File: src/rtl/fstat_pkg.sv
package fstat_pkg;
    localparam int CNT_W    = 32;
    localparam int LEN_W    = 16;
    localparam int ADDR_W   = 10;
    localparam int IDX_W    = 6;
    localparam int WIN_PAGE = 2;      // address bits [9:8] select the window
    localparam int NBKT     = 8;      // fragment class plus seven size classes
    localparam int NSLOT    = 4 + NBKT;
    localparam int TX_BASE  = 0;
    localparam int RX_BASE  = 32;
    localparam int TX_GOCT  = 29;
    localparam int RX_GOCT  = 24;

    typedef enum int {
        SL_PKT  = 0,
        SL_OCT  = 1,
        SL_GOOD = 2,
        SL_GOCT = 3,
        SL_BKT  = 4
    } slot_e;

    // Position of a slot relative to its bank base.
    function automatic int slot_rel(input int k, input int goct);
        case (k)
            SL_PKT:  return 1;
            SL_OCT:  return 17;
            SL_GOOD: return 19;
            SL_GOCT: return goct;
            SL_BKT:  return 7;
            default: return k + 5;
        endcase
    endfunction

    // Inclusive lower bound of size class b (b >= 1).
    function automatic int bkt_lo(input int b);
        if (b == 1) return 64;
        if (b == 2) return 65;
        return 1 << (b + 4);
    endfunction

    // Exclusive upper bound of size class b (b <= NBKT-2).
    function automatic int bkt_hi(input int b);
        if (b == 0) return 64;
        if (b == 1) return 65;
        return 1 << (b + 5);
    endfunction
endpackage

File: src/rtl/fstat_sort.sv
module fstat_sort
    import fstat_pkg::*;
#(
    parameter int LW = LEN_W
) (
    input  logic [LW-1:0]   len,
    output logic [NBKT-1:0] bkt
);
    localparam logic [31:0] LEN_PAD = 32'(0);
    logic [31:0] len32;
    assign len32 = LEN_PAD | 32'(len);

    for (genvar b = 0; b < NBKT; b++) begin : g_bkt
        if (b == 0) begin : g_frag
            assign bkt[b] = len32 < 32'(bkt_hi(b));
        end else if (b == NBKT - 1) begin : g_top
            assign bkt[b] = len32 >= 32'(bkt_lo(b));
        end else begin : g_mid
            assign bkt[b] = (len32 >= 32'(bkt_lo(b))) && (len32 < 32'(bkt_hi(b)));
        end
    end
endmodule

File: src/rtl/fstat_bank.sv
module fstat_bank
    import fstat_pkg::*;
#(
    parameter int CW    = CNT_W,
    parameter int LW    = LEN_W,
    parameter int IW    = IDX_W,
    parameter int BASE  = 0,
    parameter int GOCT  = 29
) (
    input  logic          clk,
    input  logic          rst,
    input  logic          evt,
    input  logic [LW-1:0] len,
    input  logic          wr_en,
    input  logic [IW-1:0] idx,
    input  logic [CW-1:0] wdata,
    output logic          rd_hit,
    output logic [CW-1:0] rd_val
);
    logic [NBKT-1:0] bkt;
    logic [CW-1:0]   cnt_q  [NSLOT];
    logic [CW-1:0]   inc_w  [NSLOT];
    logic            hit_w  [NSLOT];

    fstat_sort #(.LW(LW)) u_sort (
        .len (len),
        .bkt (bkt)
    );

    for (genvar k = 0; k < NSLOT; k++) begin : g_slot
        localparam logic [IW-1:0] ABS = IW'(BASE + slot_rel(k, GOCT));

        assign hit_w[k] = wr_en && (idx == ABS);

        if (k == SL_OCT || k == SL_GOCT) begin : g_sum
            assign inc_w[k] = evt ? CW'(len) : '0;
        end else if (k == SL_PKT || k == SL_GOOD) begin : g_cnt
            assign inc_w[k] = CW'(evt);
        end else begin : g_cls
            assign inc_w[k] = CW'(evt && bkt[k - SL_BKT]);
        end

        always_ff @(posedge clk) begin
            if (rst)           cnt_q[k] <= '0;
            else if (hit_w[k]) cnt_q[k] <= wdata;
            else               cnt_q[k] <= cnt_q[k] + inc_w[k];
        end
    end

    always_comb begin
        rd_hit = 1'b0;
        rd_val = '0;
        for (int k = 0; k < NSLOT; k++) begin
            if (idx == IW'(BASE + slot_rel(k, GOCT))) begin
                rd_hit = 1'b1;
                rd_val = cnt_q[k];
            end
        end
    end

    // frame counter steps by one on a strobe
    p_pkt_step_r1: assert property (@(posedge clk) disable iff (rst)
        (evt && !hit_w[SL_PKT]) |=> cnt_q[SL_PKT] == $past(cnt_q[SL_PKT]) + CW'(1));

    // frame counter holds when idle
    p_idle_hold_r1: assert property (@(posedge clk) disable iff (rst)
        (!evt && !wr_en) |=> $stable(cnt_q[SL_PKT]));

    // octet counter grows by the length
    p_oct_add_r2: assert property (@(posedge clk) disable iff (rst)
        (evt && !hit_w[SL_OCT]) |=> cnt_q[SL_OCT] == $past(cnt_q[SL_OCT]) + CW'($past(len)));

    // exactly one size class per frame
    p_one_class_r3: assert property (@(posedge clk) disable iff (rst)
        evt |-> $onehot(bkt));

    // a write wins over a same-cycle increment
    p_write_wins_r7: assert property (@(posedge clk) disable iff (rst)
        hit_w[SL_PKT] |=> cnt_q[SL_PKT] == $past(wdata));
endmodule

File: src/rtl/fstat_top.sv
module fstat_top
    import fstat_pkg::*;
#(
    parameter int CW = CNT_W,
    parameter int LW = LEN_W,
    parameter int AW = ADDR_W
) (
    input  logic          clk,
    input  logic          rst,
    input  logic          tx_done,
    input  logic [LW-1:0] tx_len,
    input  logic          rx_done,
    input  logic [LW-1:0] rx_len,
    input  logic          csr_wr,
    input  logic [AW-1:0] csr_addr,
    input  logic [CW-1:0] csr_wdata,
    output logic [CW-1:0] csr_rdata
);
    localparam int IW = IDX_W;

    logic          in_win;
    logic [IW-1:0] idx;
    logic          wr_ok;
    logic          tx_hit, rx_hit;
    logic [CW-1:0] tx_val, rx_val;

    assign in_win = (csr_addr[AW-1:IW+2] == (AW-IW-2)'(WIN_PAGE));
    assign idx    = csr_addr[IW+1:2];
    assign wr_ok  = csr_wr && in_win;

    fstat_bank #(.CW(CW), .LW(LW), .IW(IW), .BASE(TX_BASE), .GOCT(TX_GOCT)) u_tx (
        .clk (clk), .rst (rst), .evt (tx_done), .len (tx_len),
        .wr_en (wr_ok), .idx (idx), .wdata (csr_wdata),
        .rd_hit (tx_hit), .rd_val (tx_val)
    );

    fstat_bank #(.CW(CW), .LW(LW), .IW(IW), .BASE(RX_BASE), .GOCT(RX_GOCT)) u_rx (
        .clk (clk), .rst (rst), .evt (rx_done), .len (rx_len),
        .wr_en (wr_ok), .idx (idx), .wdata (csr_wdata),
        .rd_hit (rx_hit), .rd_val (rx_val)
    );

    always_comb begin
        csr_rdata = '0;
        if (in_win && tx_hit)      csr_rdata = tx_val;
        else if (in_win && rx_hit) csr_rdata = rx_val;
    end

    // outside the window the read data is zero
    p_outside_zero_r9: assert property (@(posedge clk) disable iff (rst)
        !in_win |-> csr_rdata == '0);

    // the two banks never claim the same index
    p_single_bank_r6: assert property (@(posedge clk) disable iff (rst)
        !(tx_hit && rx_hit));
endmodule

File: config.mk
export PLATFORM = sky130hd
export DESIGN_NAME = fstat_top
export DESIGN_NICKNAME = d
export VERILOG_FILES = /design/src/rtl/fstat_pkg.sv /design/src/rtl/fstat_sort.sv /design/src/rtl/fstat_bank.sv /design/src/rtl/fstat_top.sv
export SDC_FILE = /design/constraint.sdc
export NUM_CORES = 2
export LEC_CHECK = 0
export ABC_AREA = 1
export BUFFER_PORTS_ARGS = -buffer_cell sky130_fd_sc_hd__buf_2
export CAP_MARGIN = 20
export CORE_MARGIN = 2
export CORE_UTILIZATION = 39
export CTS_CLUSTER_DIAMETER = 50
export DETAILED_ROUTE_END_ITERATION = 10
export GPL_TIMING_DRIVEN = 0
export SYNTH_ARGS = -nofsm -noshare
export SYNTH_HDL_FRONTEND = slang
export SYNTH_HIERARCHICAL = 1
export SYNTH_SLANG_ARGS = --single-unit
File: constraint.sdc
create_clock -name clk -period 5.5 [get_ports clk]
set_input_delay 0.55 -clock clk [delete_from_list [all_inputs] [get_ports clk]]
set_output_delay 0.55 -clock clk [all_outputs]
set_load 0.01 [all_outputs]
# == After elaboration in Yosys (flattened, before gate mapping) ==
# Memories as Yosys holds them, arrays and structs flattened.
# Index checks and enable logic that the tools add are counted.
# Widths: inputs -> output; s select.
# totals
register_bits,0
mem_bits_rw,768
inputBits,79
out_inout_bits,32
wordCells,428
memories,2
# op_classes
add_sub_neg,24
n_lt_le_gt_ge,28
eq_ne,25
n_mux,246
bitwise,48
reduce_logical,55
# memory_table
memory,words,word_bits,rd,rd_ports_with_merged_regs,write_ports,line_no,text
u_rx.cnt_q,12,32,12,0,12,fstat_bank.sv:21,logic [CW-1:0] cnt_q [NSLOT];
u_tx.cnt_q,12,32,12,0,12,fstat_bank.sv:21,
# op_table
operator,n
$mux 32,74
$add 32x1->32,20
$mux 1,170
$add 32x32->32,4
$eq 6x6->1 const B,12
$ge 16x7->1 const B,4
$lt 16x7->1 const B,4
$logic_and 1x1->1,55
$or 1x1->1,48
$eq 6x4->1 const B,6
$ge 16x10->1 const B,2
$ge 16x11->1 const B,2
$ge 16x12->1 const B,2
$ge 16x8->1 const B,2
$ge 16x9->1 const B,2
$lt 16x10->1 const B,2
$lt 16x11->1 const B,2
$lt 16x12->1 const B,2
$lt 16x8->1 const B,2
$lt 16x9->1 const B,2
$mux 16,2
$eq 6x5->1 const B,4
$eq 6x1->1 const B,1
$eq 6x3->1 const B,1
$eq 2x2->1 const B,1

# == Logic depth before layout (Yosys ltp) ==
# depth
word_depth,16
ltp_mapped,21
ltp_nobuf,21

# == Hierarchy ==
# Netlist, hierarchy kept.
# by_module_without_submodules
module,n_inst,cells_each,area_each_um2,seq_area_each_um2
fstat_bank (u_tx),1,4278,30163.9,11531.1
fstat_bank (u_rx),1,4029,29444.5,11531.1
fstat_top,1,117,760.7,0.0
fstat_sort,2,29,128.9,0.0

# == Worst setup path after synthesis ==
# OpenSTA, ideal clock, no wires.
# synth_path
path_kind,in2reg
from,input tx_len[13]
to,memory u_tx/cnt_q[1][54] in the netlist's numbering (data pin)
setup_ns,0.264
arrival_ns,2.571
required_ns,5.236
setup_slack_ns,2.665
path_stages,19
n_path_buf,0
path_cell_list,nor2_1 > nand2_1 > nor2_2 > inv_1 > nor2_1 > nand2_1 > inv_1 > ha_1 > ha_1 > nand2_1 > nor2_1 > nand2_1 > nor2_1 > nand2_1 > nor2_1 > nand2_1 > xor2_1 > nand2_1 > o21ai_0
# synth_lines
item,line_no,text
start: declaration,fstat_top.sv:11,"input logic [LW-1:0] tx_len,"
end: declaration,fstat_bank.sv:21,

# == Worst setup path in the final report ==
# layout_path
from,input csr_addr[4]
to,output csr_rdata[10]
# layout_via
word_cells_on_any_way,76
classes_between,eq/ne (24); mux (50); reduce/logical (2)
# layout_lines
item,line_no,text
start: declaration,fstat_top.sv:15,"input logic [AW-1:0] csr_addr,"
$eq 6x6->1,fstat_bank.sv:54,"if (idx == IW'(BASE + slot_rel(k, GOCT))) begin"
$mux 32 (11 in series),fstat_bank.sv:54,
$mux 32 *,fstat_bank.sv:54,
via rx_val[10],fstat_top.sv:25,"logic [CW-1:0] tx_val, rx_val;"
$mux 32 *,fstat_top.sv:46,else if (in_win && rx_hit) csr_rdata = rx_val;
$mux 32 *,fstat_top.sv:45,if (in_win && tx_hit) csr_rdata = tx_val;
end: declaration,fstat_top.sv:17,output logic [CW-1:0] csr_rdata
# Mark *: on every way through the listed nets, which the timed path passes. The rest lies on a longest branch.

==> metrics.txt <==
Cells after Synth=8,482; worst-path fanout max=11; CTS H-tree depth=4; Layout Skew=25.8 ps; # IOs=111; CP max stage delay=780 ps; first-pass GRT wire length=433 mm; global-route congestion overflow total=0; Final Hold Fails=0; total negative setup slack=0 ps; critical-path cell list=buf_2 -> nor2_2 -> nand2_2 -> nor2_4 -> buf_2 -> nand2_1 -> nand3_1 -> nor2_1 -> nand3_1 -> o21ai_0 -> nand4_1 -> nand2_1 -> o21ai_2 -> buf_2; core box area=154,000 µm²; Vias=66,145; worst path bufs/invs=3; status=completed; CP startpoint=csr_addr[4]; prevailing post-synth register cell=edfxtp_1; Iter 0 DRT Violations=10,304; Worst setup EP type=primary output; largest net degree at the start of global routing=17; slowest cell on the critical path=o21ai_0; Final period util=85.0%; Post-synth ARST share=0%; CP delay by family, top=simple AND/OR/NAND/NOR gates; EDFF count, synth=768; Antenna Nets Post-Route=0; IO buf count=107; min cycle time layout=4670 ps; unique cell type count in the Yosys netlist=66; crit path kind=in2out; GP Congestion=1.09; final setup fails=0; Clock Tree Buf Depth=3; vias in the first global route=59,930; WP data required=4950 ps; maximum vdd drop=0.325 mV; Tightest Hold Check Type=in2reg; Reg clk slew, reported paths=50 ps; Clk Latency, worst-skew pair=790 ps; Synth area leader=edfxtp_1; ranking of synthesized cells by area=edfxtp_1, nand2_1, inv_1; First-pass DRT Iterations=6; Hold Crit Start=csr_wdata[25]; RSZ-0062 raised after global routing=no; die extent in x=398 µm; Pleak=30.9 nW; Synth top cells by count=nand2_1, inv_1, nor2_1; fill count=16,209; Max-Cap Viols=0; Seq/Total Area, Yosys=38.0%; initial core utilization=39.3%; Post-Route WL=312 mm; Synth warnings=6; CP dominant cell by count=buf_2; Worst-Margin Slew=1280 ps; max-slew violations=0; GRT Util Overall=38.5%; postcts setup bufs=0; DRC Markers=0; CTS Sinks=768; area delta synth->final=18.8%; post-layout instance area=72,000 µm²; #FFs+latches synth=768; layout net count=9,708; CTS tree=yes; Rows=144; Sequential Area=23,100 µm²; Avg Vias per Cell=5.66; Post-CTS Hold Buffers=0; top cell type's share of synthesized area=38.0%; Post-Synthesis Cell Area=60,600 µm²; most frequent cell after synthesis=nand2_1; upper clock frequency limit=214 MHz; post_cts resized=0; Critical Path Source Type=input pin; Slew headroom=14.1%; antenna violations before repair=41; post-DP HPWL=245 mm; Die Y=398 µm; share of cells above drive strength 1=8.25%; total CTS buffers=143; drt wl/cell=26.7 µm; CP arrival=4120 ps; Die Area=159,000 µm²; Post-Syn Area per Cell=7.15 µm²; Reg-to-Reg Start=u_tx/cnt_q[1][32]; Placed Area=67,100 µm²; multi-input logic area=35,300 µm²; Power Density=266 nW/µm²; clock root buffer=clkbuf_16
[cell type report]
type                    instances  share of cell area, %
multi-input cells            7198                   49.0
plain buffers                 252                   1.80
clock inverters                97                   1.46
flip-flops and latches        768                   32.0
inverters                    1030                   5.39
diodes                         17                 0.0591
repair buffers                128                   1.45
clock buffers                 161                   5.27
well taps                    2044                   3.55
[report_power, final]
group	switching (mW)	internal (mW)	total [mW]
registers	0.531	6.92	7.45
clock network	3.45	5.71	9.16
logic	1.90	0.655	2.55
total	5.88	13.3	19.2
[per-layer routing]
metal | wire (µm) | up-vias | global-route usage, %
met5 | 141 | - | 0
met4 | 15900 | 20 | 18.1
met3 | 39000 | 639 | 9.49
met2 | 125000 | 3996 | 53.7
met1 | 132000 | 31650 | 55.3
li1 | - | 29840 | -
[stage by stage]
stage	util, %	std cells	worst slack [ps]	power, mW	hold slack [ps]
4_1_cts	46.6	11675	973	19.1	259
2_1_floorplan	-	9248	2660	8.72	605
5_1_grt	46.7	11679	909	19.7	292
6_report	46.7	11695	826	19.2	295
3_5_place_dp	43.5	11417	973	9.95	661
3_3_place_gp	43.2	11399	954	9.89	661
[cell families after synthesis]
family	share of synthesized area (%)
adders and majority gates	2.28
AOI/OAI and AO/OA	11.4
and+or+nand+nor	33.4
DFF	38.0
xor gates and xnor gates	6.37
other	0.0124
buffers and inverters	8.52
[registers in the layout (all words and copies together) (netlist names)]
register	flops
u_tx/cnt_q	384
u_rx/cnt_q	384
[path summary, 6_finish.rpt]
| path | to | slack [ps] | depth (start not counted) |
|---|---|---|---|
| worst min-delay path | u_rx/cnt_q[0][121] | 300 | 3 |
| worst min register to register | u_tx/cnt_q[0][127] | 670 | 4 |
| worst max register to register | u_tx/cnt_q[1][54] | 2540 | 12 |
| worst max-delay path | csr_rdata[10] | 830 | 14 |
[worst min-delay path, cell delays in order]
cell and delay, ps:
buf_2 200, nand2_1 110, nand2_1 40
[cells in the final DEF, fill, tap and decap left out, types with 25 or more instances in the layout]
cell type and instances:
ha_1 104, nand4_1 295, nand2_2 32, nor4_1 38, o21ai_2 30, clkbuf_16 150, nand3_1 490, o22ai_1 160
o21ai_0 513, edfxtp_1 768, or2_2 28, nor2_1 811, xor2_1 303, nor2_4 26, a21oi_1 206, inv_2 55
o32ai_1 49, inv_1 965, buf_2 242, clkbuf_1 86, o21ai_1 151, xnor2_1 138, nand2_1 2519, nor3_1 310
nor2_2 42, o21bai_1 25, conb_1 768
Note: power is estimated with default switching activity, not from simulation.
